## config.mk

```make
export PLATFORM = sky130hd
export DESIGN_NAME = insn_sequencer
export DESIGN_NICKNAME = d
export VERILOG_FILES = /design/src/rtl/insn_sequencer.sv
export SDC_FILE = /design/constraint.sdc
export NUM_CORES = 1
export LEC_CHECK = 0
export BUFFER_PORTS_ARGS = -buffer_cell sky130_fd_sc_hd__buf_2
export CAP_MARGIN = 30
export CORE_UTILIZATION = 30
export CTS_BUF_LIST = sky130_fd_sc_hd__clkbuf_8 sky130_fd_sc_hd__clkbuf_16
export DETAILED_ROUTE_END_ITERATION = 16
export PLACE_DENSITY = 0.64
export SETUP_SLACK_MARGIN = 0.5
export SLEW_MARGIN = 20
export SYNTH_ARGS = -nofsm -noshare
export SYNTH_HDL_FRONTEND = slang
export SYNTH_SLANG_ARGS = --single-unit
```

## constraint.sdc

```tcl
create_clock -name clk -period 1.48 [get_ports clk]
set_clock_uncertainty 0.15 [all_clocks]
set_input_delay 0.222 -clock clk [delete_from_list [all_inputs] [get_ports clk]]
set_output_delay 0.222 -clock clk [all_outputs]
set_load 0.05 [all_outputs]
```

## src/rtl/insn_sequencer.sv

```systemverilog
module insn_sequencer #(
  parameter int STEPS = 5,
  parameter int OP_W  = 4
) (
  input  logic            clk,
  input  logic            rst_n,
  input  logic            run_en,
  input  logic [OP_W-1:0] opcode,
  output logic            pc_drive,
  output logic            mem_drive,
  output logic            ir_drive,
  output logic            acc_drive,
  output logic            alu_drive,
  output logic            addr_load,
  output logic            mem_write,
  output logic            ir_load,
  output logic            acc_load,
  output logic            opb_load,
  output logic            disp_load,
  output logic            pc_load,
  output logic            pc_step,
  output logic            alu_sub,
  output logic            halted
);
  localparam int SW = $clog2(STEPS);
  localparam logic [SW-1:0] LAST = SW'(STEPS - 1);
  localparam logic [OP_W-1:0] OP_ADD  = OP_W'(2);
  localparam logic [OP_W-1:0] OP_SUB  = OP_W'(3);
  localparam logic [OP_W-1:0] OP_STA  = OP_W'(4);
  localparam logic [OP_W-1:0] OP_LDI  = OP_W'(5);
  localparam logic [OP_W-1:0] OP_JMP  = OP_W'(6);
  localparam logic [OP_W-1:0] OP_OUT  = OP_W'(14);
  localparam logic [OP_W-1:0] OP_HALT = OP_W'(15);

  logic [SW-1:0] step;
  logic          running;
  logic          adv;

  assign adv    = run_en && running;
  assign halted = !running;

  always_ff @(posedge clk) begin
    if (!rst_n) begin
      step    <= '0;
      running <= 1'b1;
    end else if (adv) begin
      if (step == SW'(2) && opcode == OP_HALT)
        running <= 1'b0;
      else if (step == LAST)
        step <= '0;
      else
        step <= step + 1'b1;
    end
  end

  always_comb begin
    {pc_drive, mem_drive, ir_drive, acc_drive, alu_drive} = '0;
    {addr_load, mem_write, ir_load, acc_load, opb_load, disp_load, pc_load} = '0;
    {pc_step, alu_sub} = '0;
    if (running) begin
      case (step)
        SW'(0): begin
          pc_drive  = 1'b1;
          addr_load = 1'b1;
        end
        SW'(1): begin
          mem_drive = 1'b1;
          ir_load   = 1'b1;
          pc_step   = 1'b1;
        end
        SW'(2): begin
          case (opcode)
            OP_ADD, OP_SUB, OP_STA: begin ir_drive = 1'b1; addr_load = 1'b1; end
            OP_LDI: begin ir_drive = 1'b1; acc_load = 1'b1; end
            OP_JMP: begin ir_drive = 1'b1; pc_load = 1'b1; end
            OP_OUT: begin acc_drive = 1'b1; disp_load = 1'b1; end
            default: ;
          endcase
        end
        SW'(3): begin
          case (opcode)
            OP_ADD, OP_SUB: begin mem_drive = 1'b1; opb_load = 1'b1; end
            OP_STA: begin acc_drive = 1'b1; mem_write = 1'b1; end
            default: ;
          endcase
        end
        SW'(4): begin
          if (opcode == OP_ADD || opcode == OP_SUB) begin
            alu_drive = 1'b1;
            acc_load  = 1'b1;
            alu_sub   = (opcode == OP_SUB);
          end
        end
        default: ;
      endcase
    end
  end

  a_r1_step_range: assert property (@(posedge clk) disable iff (!rst_n)
    step <= LAST);
  a_r1_wrap: assert property (@(posedge clk) disable iff (!rst_n)
    (adv && step == LAST) |=> step == '0);
  a_r7_one_driver: assert property (@(posedge clk) disable iff (!rst_n)
    $onehot0({pc_drive, mem_drive, ir_drive, acc_drive, alu_drive}));
  a_r8_halt_sticky: assert property (@(posedge clk) disable iff (!rst_n)
    halted |=> halted && $stable(step));
  a_r8_halt_quiet: assert property (@(posedge clk) disable iff (!rst_n)
    halted |-> !(pc_step || pc_load || ir_load || acc_load || mem_write));
  a_r9_hold: assert property (@(posedge clk) disable iff (!rst_n)
    !run_en |=> $stable(step) && $stable(halted));
endmodule

```

==> run_results.csv, run 1 <==
group,metric,value,unit
synth,ys_seq_area_share,18.1,%
power_and_ir_drop,p_comb_share,47.8,%
synth,synthCells,55,
power_and_ir_drop,powerDensity,602,nW/um^2
synth,synth.distinct_cells,29,
synth,ys.flop_type,"dfxtp_1",
placement,place_worst_setup_slack,-0.222,ns
global_route,grt_max_degree,7,
cells_and_area,fin_nets,114,
global_route,grt_first_pass_wirelength,2510,um
sta,holdWs,0.0998,ns
floorplanning,coreArea,1330,um^2
cells_and_area,diodes,0,
clock_tree,cts_tree,"done",
sta,hold_viol,0,
critical_path,worstPathArrival,1.44,ns
sta,maxSlewViolCount,0,
placement,dp.cells,105,
synth,yosysTopAreaCell,"dfxtp_1",
power_and_ir_drop,swShare,35.9,%
sta,fmax,551,MHz
synth,syn_area_per_cell,8.05,um^2
clock_tree,hold_buffers,0,
synth,synth_seq_cells,4,
cells_and_area,fin_cells,116,
min_path,hp-class,"in2reg",
run_status,violations,"setup timing",
placement,gp_routability_congestion,0.686,
critical_path,cpMaxStageDelayCell,"dfxtp_4",
floorplanning,fp-row-count,13,
route,drtIter0Drc,7,
sta,finalWorstSetupSlack,-0.335,ns
sta,tightest_slew,0.249,ns
clock_tree,clk_pin_slew,0.03,ns
cells_and_area,area_delta_synth_final,160,%
global_route,antenna_found_initial,0,
route,vias,567,
critical_path,cp-end-kind,"output pin",
power_and_ir_drop,leakage,0.000500,uW
floorplanning,dieArea,1630,um^2
placement,dp.final_hpwl,1010,um
route,avgViaCountPerCell,4.89,
run,maxCapViolations,0,
critical_path,crit_chain,"inv_4 -> ha_4 -> nand3_4 -> o22a_1 -> nor3_4 -> buf_6",
floorplanning,start_util,33.2,%
synth,synth.most_common_cell,"nand2_1",
synth,async_flop_share,0,%
floorplanning,dieHeight,40.4,um
sta,rsz0062_at_grt,"true",
route,drc_errors,0,
sta,min_period_over_period,123,%
synth,synth_top_area_share,18.1,%
clock_tree,cts_sinks,4,
synth,ys_warn_count,0,
global_route,first_global_vias,581,
power_and_ir_drop,peakVddDrop,0.000636,V
critical_path,worstPathMaxFanout,4,
synth,netlist_area,443,um^2
synth,ys_top_cells_by_count,"nand2_1 (6), ha_1 (5), inv_1 (5), dfxtp_1 (4)",
cells_and_area,fin_util,86.4,%
placement,numPortBuffers,21,
clock_tree,cts_root_buffer,"clkbuf_8",
power_and_ir_drop,p_switching,249,uW
sta,min_period,1.81,ns
global_route,groute.layer.met1.usage,27.1,%
global_route,grt_usage,23.8,%
critical_path,required,1.11,ns
run_status,run_status,"finished with violations",
synth,synth_edf_count,0,
route,wl_per_cell,16.1,um
global_route,busiest_layer,"met2",
critical_path,startpoint_type,"flip-flop",
global_route,gr-total-overflow,0,
power_and_ir_drop,p_seq_share,18.2,%
floorplanning,die_w,40.4,um
global_route,gr-usage-met2,42.1,%
clock_tree,h-tree-depth,1,
route,totalWireLength,1860,um
sta,setup_viol,16,
power_and_ir_drop,p_int,444,uW
route,first_pass_iters,4,
critical_path,path_class,"reg2out",
synth,synth_area_leaders,"dfxtp_1 (18%), ha_1 (14%), mux2i_1 (6.8%)",
critical_path,cpPeakStageDelay,0.36,ns
floorplanning,ios,22,
clock_tree,cts_buffer_depth,2,
clock_tree,worstSkewPairLatency,0.22,ns
route,ant_nets,0,
clock_tree,cts-buffers-inserted,3,
sta,relSlewSlack,82.9,%
global_route,gr-usage-met3,3.33,%
power_and_ir_drop,p_clk_share,34.1,%
synth,syn_nets,67,
cells_and_area,drive_above_1_share,80.2,%
## path summary, 6_finish.rpt
kind	startpoint	endpoint	slack (ns)	cells past startpoint
worst min-delay path	rst_n	running	0.1	2
worst max register to register	step[0]	step[2]	-0.03	5
worst min register to register	step[1]	step[1]	0.37	2
worst max-delay path	step[0]	acc_drive	-0.33	6
## registers in the layout, indices dropped and copies added (netlist names)
register	cells
step	3
running	1
## cell families (layout without fill, tap and decap cells)
group / count (synthesis) / count (layout) / share of synthesized area [%]
AND/OR/NAND/NOR: 28 / 28 / 38.7
AO/OA/AOI/OAI: 9 / 9 / 16.4
buffers and inverters: 6 / 52 / 5.93
adder cells (fa/ha/maj): 5 / 5 / 14.1
flip-flops: 4 / 4 / 18.1
multiplexers: 3 / 3 / 6.78
## cells in the final DEF (no fill, tap or decap), drive strengths merged, types with 3 or more instances in the layout
| master | instances |
|---|---|
| nand2 | 6 |
| buf | 43 |
| mux2i | 3 |
| ha | 5 |
| and2 | 5 |
| clkbuf | 3 |
| inv | 5 |
| dfxtp | 4 |
## per-layer routing
metal	up-vias	part of all wire, %	routed length (um)
met2	20	56	1040
met5	-	0	0
li1	288	-	-
met1	255	39	730
met3	4	2.7	50
met4	0	2.1	39
## critical path, delay by kind of cell, from the launching register on
| kind | cells | cell delay, ns |
|---|---|---|
| AND/OR/NAND/NOR | 2 | 0.21 |
| buffers and inverters | 2 | 0.26 |
| adder cells (fa/ha/maj) | 1 | 0.16 |
| flip-flops | 1 | 0.36 |
| AO/OA/AOI/OAI | 1 | 0.23 |
## per-stage QoR
step / TNS [ns] / cell area (um^2) / total power, uW
4_1_cts: -3.14 / 1110 / 682
2_1_floorplan: -1.22 / 642 / 317
5_1_grt: -4.17 / 1150 / 725
6_report: -3.45 / 1150 / 694
3_5_place_dp: -1.41 / 876 / 389
3_3_place_gp: -1.40 / 876 / 387
## power by group through the flow
stage | Clock (uW) | Sequential [uW] | Combinational [uW]
final | 236 | 126 | 331
after floorplan | 0 | 127 | 190
after detailed placement | 0 | 128 | 261
after global routing | 248 | 127 | 350
after CTS | 248 | 126 | 308
after global placement | 0 | 128 | 260
## final cells by class
type,instances,area [um^2]
multi-input combinational,45,532
timing repair buffer,43,437
fill,68,181
sequential,4,92.6
clock buffer,3,41.3
inverter,5,27.5
tap,15,18.8
clock inverter,1,3.75
## repair_timing
item | CTS | global route
resized for setup | 46 | 7
endpoints found under the setup margin | 19 | 19
pin swaps | 13 | 4
buffers inserted | 5 | 2
Power figures use the tool's default switching activity.
==> inputs of run 2 (changes only) <==
--- a/config.mk
+++ b/config.mk
@@ -10,7 +10,6 @@
 export CORE_UTILIZATION = 30
 export CTS_BUF_LIST = sky130_fd_sc_hd__clkbuf_8 sky130_fd_sc_hd__clkbuf_16
 export DETAILED_ROUTE_END_ITERATION = 16
-export PLACE_DENSITY = 0.64
 export SETUP_SLACK_MARGIN = 0.5
 export SLEW_MARGIN = 20
 export SYNTH_ARGS = -nofsm -noshare
==> run 2 against run 1 <==
  * The run still ends with setup timing left
  * Wire length fell by 1.8%
  * Non-clock buffer count fell by 2
  * Count of clock-buffer cells in the layout did not move
  * Via count rose by 3.0%
  * Sequential share of layout area rose by 0.12 points
  * Largest power group unchanged
  * Final cell count fell by 1.7%
  * Worst setup slack got worse by 0.0042 ns
  * Flip-flop and latch count did not move
==> run_results.csv, run 2 (synthesis gave the netlist of run 1 again) <==
group,metric,value,unit
power_and_ir_drop,p_total,715,uW
critical_path,rr_startpoint,"step[0]",
clock_tree,cts_sinks,4,
critical_path,rrSetupSlack,-0.15,ns
floorplanning,ios,22,
critical_path,path_class,"reg2out",
sta,setup_viol,15,
sta,min_period,1.82,ns
cells_and_area,area_delta_synth_final,156,%
floorplanning,dieHeight,40.4,um
route,drc_errors,0,
global_route,first_global_vias,608,
power_and_ir_drop,peakVddDrop,0.000706,V
floorplanning,coreArea,1330,um^2
cells_and_area,reg.largest.list,"step: 3 flops, running: 1 flops",
cells_and_area,final_common_cell,"buf_4",
cells_and_area,fill_cells,73,
route,first_pass_iters,4,
route,drtIter0Drc,3,
placement,numPortBuffers,21,
route,vias,584,
cells_and_area,drive_above_1_share,81.8,%
placement,dp.final_hpwl,1110,um
cells_and_area,largest_reg_flops,3,
sta,hold_viol,0,
sta,maxSlewViolCount,0,
cells_and_area,design_area,1140,um^2
critical_path,startpoint_type,"flip-flop",
cells_and_area,fin_nets,112,
placement,place_worst_setup_slack,-0.225,ns
power_and_ir_drop,leakage,0.000485,uW
critical_path,worstPathArrival,1.45,ns
critical_path,cp-endpoint,"mem_drive",
critical_path,required,1.11,ns
global_route,gr-total-overflow,0,
cells_and_area,multi_input_area,546,um^2
clock_tree,cts_root_buffer,"clkbuf_8",
run_status,run_status,"finished with violations",
critical_path,r2r_end,"step[2]",
floorplanning,start_util,33.2,%
critical_path,r2r_cells,7,
global_route,grt_max_degree,7,
critical_path,cp-end-kind,"output pin",
power_and_ir_drop,powerDensity,629,nW/um^2
floorplanning,die_w,40.4,um
route,wl_per_cell,16.0,um
sta,finalWorstSetupSlack,-0.339,ns
route,ant_nets,0,
clock_tree,hold_buffers,0,
route,avgViaCountPerCell,5.12,
clock_tree,h-tree-depth,1,
clock_tree,worstSkewPairLatency,0.22,ns
clock_tree,cts_tree,"done",
clock_tree,clk_pin_slew,0.03,ns
sta,fmax,550,MHz
global_route,grt_first_pass_wirelength,2640,um
critical_path,worstPathMaxFanout,4,
cells_and_area,diodes,0,
cells_and_area,final_cell_mix,"buf_4 (14), buf_6 (13), buf_8 (7)",
critical_path,crit_start,"step[1]",
sta,tightest_slew,0.276,ns
min_path,hp-class,"in2reg",
floorplanning,dieArea,1630,um^2
sta,relSlewSlack,81.6,%
sta,min_period_over_period,123,%
run_status,violations,"setup timing",
sta,fin_setup_tns,-3.53,ns
clock_tree,cts_buffer_depth,2,
sta,rsz0062_at_grt,"true",
global_route,grt_usage,25.0,%
placement,gp_routability_congestion,0.656,
cells_and_area,top_register,"step",
run,maxCapViolations,0,
clock_tree,cts-buffers-inserted,3,
route,totalWireLength,1830,um
floorplanning,fp-row-count,13,
cells_and_area,register_area,92.6,um^2
placement,placed_area,876,um^2
global_route,antenna_found_initial,0,
## run 2: worst min path at each step
stage | startpoint | to | slack, ns | cells past startpoint
CTS | rst_n | running | 0.10 | 2
global route | rst_n | running | 0.1 | 2
global placement | rst_n | running | 0.32 | 2
finish | rst_n | running | 0.09 | 2
detailed placement | rst_n | running | 0.32 | 2
floorplan | rst_n | running | 0.15 | 1
## run 2: power breakdown
part / internal, uW / switching [uW] / total [uW]
Clock: 177 / 61.1 / 238
Sequential: 114 / 13.2 / 127
Combinational: 167 / 183 / 350
Total: 458 / 257 / 715
## run 2: layout make-up
cell class                 count  area share (%)
clock buffer                   3            3.63
clock inverter                 1           0.330
inverter                       5            2.42
multi-input combinational     45            48.0
sequential                     4            8.15
tap                           15            1.65
timing repair buffer          41            35.8
## run 2: metal layers
layer,up-vias,wire [um],global-route usage (%)
li1,284,-,-
met1,276,673,24.1
met2,18,1050,48.0
met3,6,52,3.89
met4,0,54,15.8
met5,-,0,0
## run 2: what timing repair did
action	CTS	global route
setup buffers	4	1
gates resized for setup	40	13
endpoints found under the setup margin	19	19
pin swaps	8	8
## run 2: metrics by stage
step           hold WS [ns]  std cells  util, %
6_report             0.0869        114     85.2
2_1_floorplan         0.148         55        -
3_5_place_dp          0.324        105     65.7
3_3_place_gp          0.319        105     65.7
4_1_cts               0.101        113     81.4
5_1_grt              0.0973        114     85.2
## run 2: worst max-delay path: stages, from the launching register on
cell and delay (ns):
dfxtp_4 0.36, ha_4 0.16, ha_4 0.16, and2_4 0.14
or2_4 0.24, buf_6 0.15
==> inputs of run 3 (changes only) <==
--- a/config.mk
+++ b/config.mk
@@ -5,11 +5,12 @@
 export SDC_FILE = /design/constraint.sdc
 export NUM_CORES = 1
 export LEC_CHECK = 0
-export BUFFER_PORTS_ARGS = -buffer_cell sky130_fd_sc_hd__buf_2
+export BUFFER_PORTS_ARGS = -buffer_cell sky130_fd_sc_hd__buf_4
 export CAP_MARGIN = 30
 export CORE_UTILIZATION = 30
 export CTS_BUF_LIST = sky130_fd_sc_hd__clkbuf_8 sky130_fd_sc_hd__clkbuf_16
 export DETAILED_ROUTE_END_ITERATION = 16
+export REMOVE_ABC_BUFFERS = 1
 export SETUP_SLACK_MARGIN = 0.5
 export SLEW_MARGIN = 20
 export SYNTH_ARGS = -nofsm -noshare
==> run 3 against run 2 <==
  * The run still ends with setup timing left
  * Via count fell by 8.4%
  * First-iteration DRC count grew 67%
  * Clock power shrank 4%
  * Global-route usage shrank 5.5 points
  * Wire length shrank 26%
  * Non-clock buffer count down 3
  * Worst hold slack worse by 0.020 ns
  * Core utilization fell by 11 points
  * Sequential power is essentially flat
  * Fmax rose by 0.40%
  * Count of clock-buffer cells in the layout did not move
  * Critical path type unchanged
  * Critical endpoint is now acc_load
  * Largest cell class unchanged
  * Largest power group unchanged
  * Highest routed layer unchanged
==> run_results.csv, run 3 (synthesis gave the netlist of run 1 again) <==
group,metric,value,unit
placement,gp_routability_congestion,0.746,
clock_tree,cts_root_buffer,"clkbuf_8",
sta,hold_viol,0,
clock_tree,h-tree-depth,1,
sta,rsz0062_at_grt,"true",
cells_and_area,fin_nets,109,
clock_tree,clk_pin_slew,0.03,ns
global_route,grt_first_pass_wirelength,2040,um
floorplanning,die_w,40.4,um
floorplanning,fp-row-count,13,
critical_path,worstPathMaxFanout,4,
floorplanning,dieArea,1630,um^2
critical_path,rr_startpoint,"step[1]",
cells_and_area,diodes,0,
min_path,holdCritStartpoint,"rst_n",
power_and_ir_drop,p_switching,226,uW
cells_and_area,reg.largest.list,"step: 3 flops, running: 1 flops",
power_and_ir_drop,powerDensity,668,nW/um^2
sta,min_period_over_period,122,%
placement,placed_area,709,um^2
sta,relSlewSlack,84.4,%
cells_and_area,fin_util,74.2,%
critical_path,cp-end-kind,"output pin",
clock_tree,cts-buffers-inserted,3,
global_route,antenna_found_initial,0,
power_and_ir_drop,p_seq_share,19.3,%
run,maxCapViolations,0,
clock_tree,hold_buffers,0,
critical_path,worstPathArrival,1.44,ns
cells_and_area,area_delta_synth_final,123,%
cells_and_area,drive_above_1_share,71.6,%
sta,tightest_slew,0.232,ns
cells_and_area,design_area,990,um^2
critical_path,crit_start,"step[1]",
global_route,grt_max_degree,7,
sta,min_period,1.81,ns
clock_tree,worstSkewPairLatency,0.22,ns
global_route,gr-total-overflow,0,
route,wl_per_cell,12.3,um
sta,setup_viol,14,
sta,maxSlewViolCount,0,
global_route,first_global_vias,457,
sta,holdWs,0.0665,ns
route,avgViaCountPerCell,4.86,
sta,fmax,552,MHz
placement,numPortBuffers,21,
route,ant_nets,0,
min_path,hp-class,"in2reg",
floorplanning,start_util,33.2,%
route,vias,535,
route,drtIter0Drc,5,
power_and_ir_drop,leakage,0.000458,uW
floorplanning,dieHeight,40.4,um
route,drc_errors,0,
sta,fin_setup_tns,-3.39,ns
critical_path,startpoint_type,"flip-flop",
critical_path,path_class,"reg2out",
power_and_ir_drop,swShare,34.2,%
power_and_ir_drop,p_clk_share,34.6,%
critical_path,rrSetupSlack,0,ns
clock_tree,cts_buffer_depth,2,
critical_path,required,1.11,ns
global_route,grt_usage,19.5,%
clock_tree,cts_tree,"done",
placement,dp.final_hpwl,904,um
cells_and_area,top_register,"step",
cells_and_area,final_common_cell,"buf_4",
cells_and_area,largest_reg_flops,3,
run_status,violations,"setup timing",
cells_and_area,final_cell_mix,"buf_4 (23), buf_6 (9), buf_8 (6)",
sta,finalWorstSetupSlack,-0.332,ns
power_and_ir_drop,peakVddDrop,0.000579,V
route,first_pass_iters,4,
power_and_ir_drop,p_comb_share,46.2,%
floorplanning,coreArea,1330,um^2
floorplanning,ios,22,
run_status,run_status,"finished with violations",
clock_tree,cts_sinks,4,
power_and_ir_drop,p_int,435,uW
route,totalWireLength,1360,um
power_and_ir_drop,p_total,661,uW
## run 3: layout make-up
type | instances | area [um^2]
sequential | 4 | 90.1
inverter | 5 | 31.3
tap | 15 | 18.8
fill | 106 | 344
clock buffer | 3 | 41.3
multi-input combinational | 45 | 444
timing repair buffer | 38 | 364
## run 3: what timing repair did
item / 4_1_cts / 5_1_grt
gates resized for setup: 44 / 13
endpoints found under the setup margin: 19 / 19
pin swaps: 9 / 7
buffers inserted: 2 / 2
## run 3: final timing paths
kind              endpoint  cells past startpoint
hold / removal     running                      2
setup / recovery  acc_load                      6
hold reg to reg    step[1]                      2
setup reg to reg   step[2]                      5
## run 3: metal layers
layer	up-vias	global-route usage, %	routed length [um]
met5	-	0	0
met3	2	3.89	58
met1	241	22.3	555
met4	0	10.0	19
li1	273	-	-
met2	19	33.7	722
## run 3: worst max-delay path, cell delays in order (launching register included)
cell     delay (ns)
dfxtp_4        0.38
inv_4          0.05
ha_4           0.16
nand2_2        0.06
and2b_1        0.20
a31o_2         0.23
buf_8          0.15
## run 3: metrics by stage
step / std cells / worst slack, ns
finish: 110 / -0.332
CTS: 108 / -0.370
floorplan: 54 / -1.07
global route: 110 / -0.390
detailed placement: 103 / -0.213
global placement: 103 / -0.180
## run 3: power groups by stage
| stage | sequential (uW) | clock, uW | combinational, uW |
|---|---|---|---|
| detailed placement | 121 | 0 | 228 |
| global placement | 121 | 0 | 226 |
| global route | 130 | 248 | 328 |
| finish | 128 | 229 | 305 |
| CTS | 126 | 234 | 284 |
| floorplan | 121 | 0 | 136 |
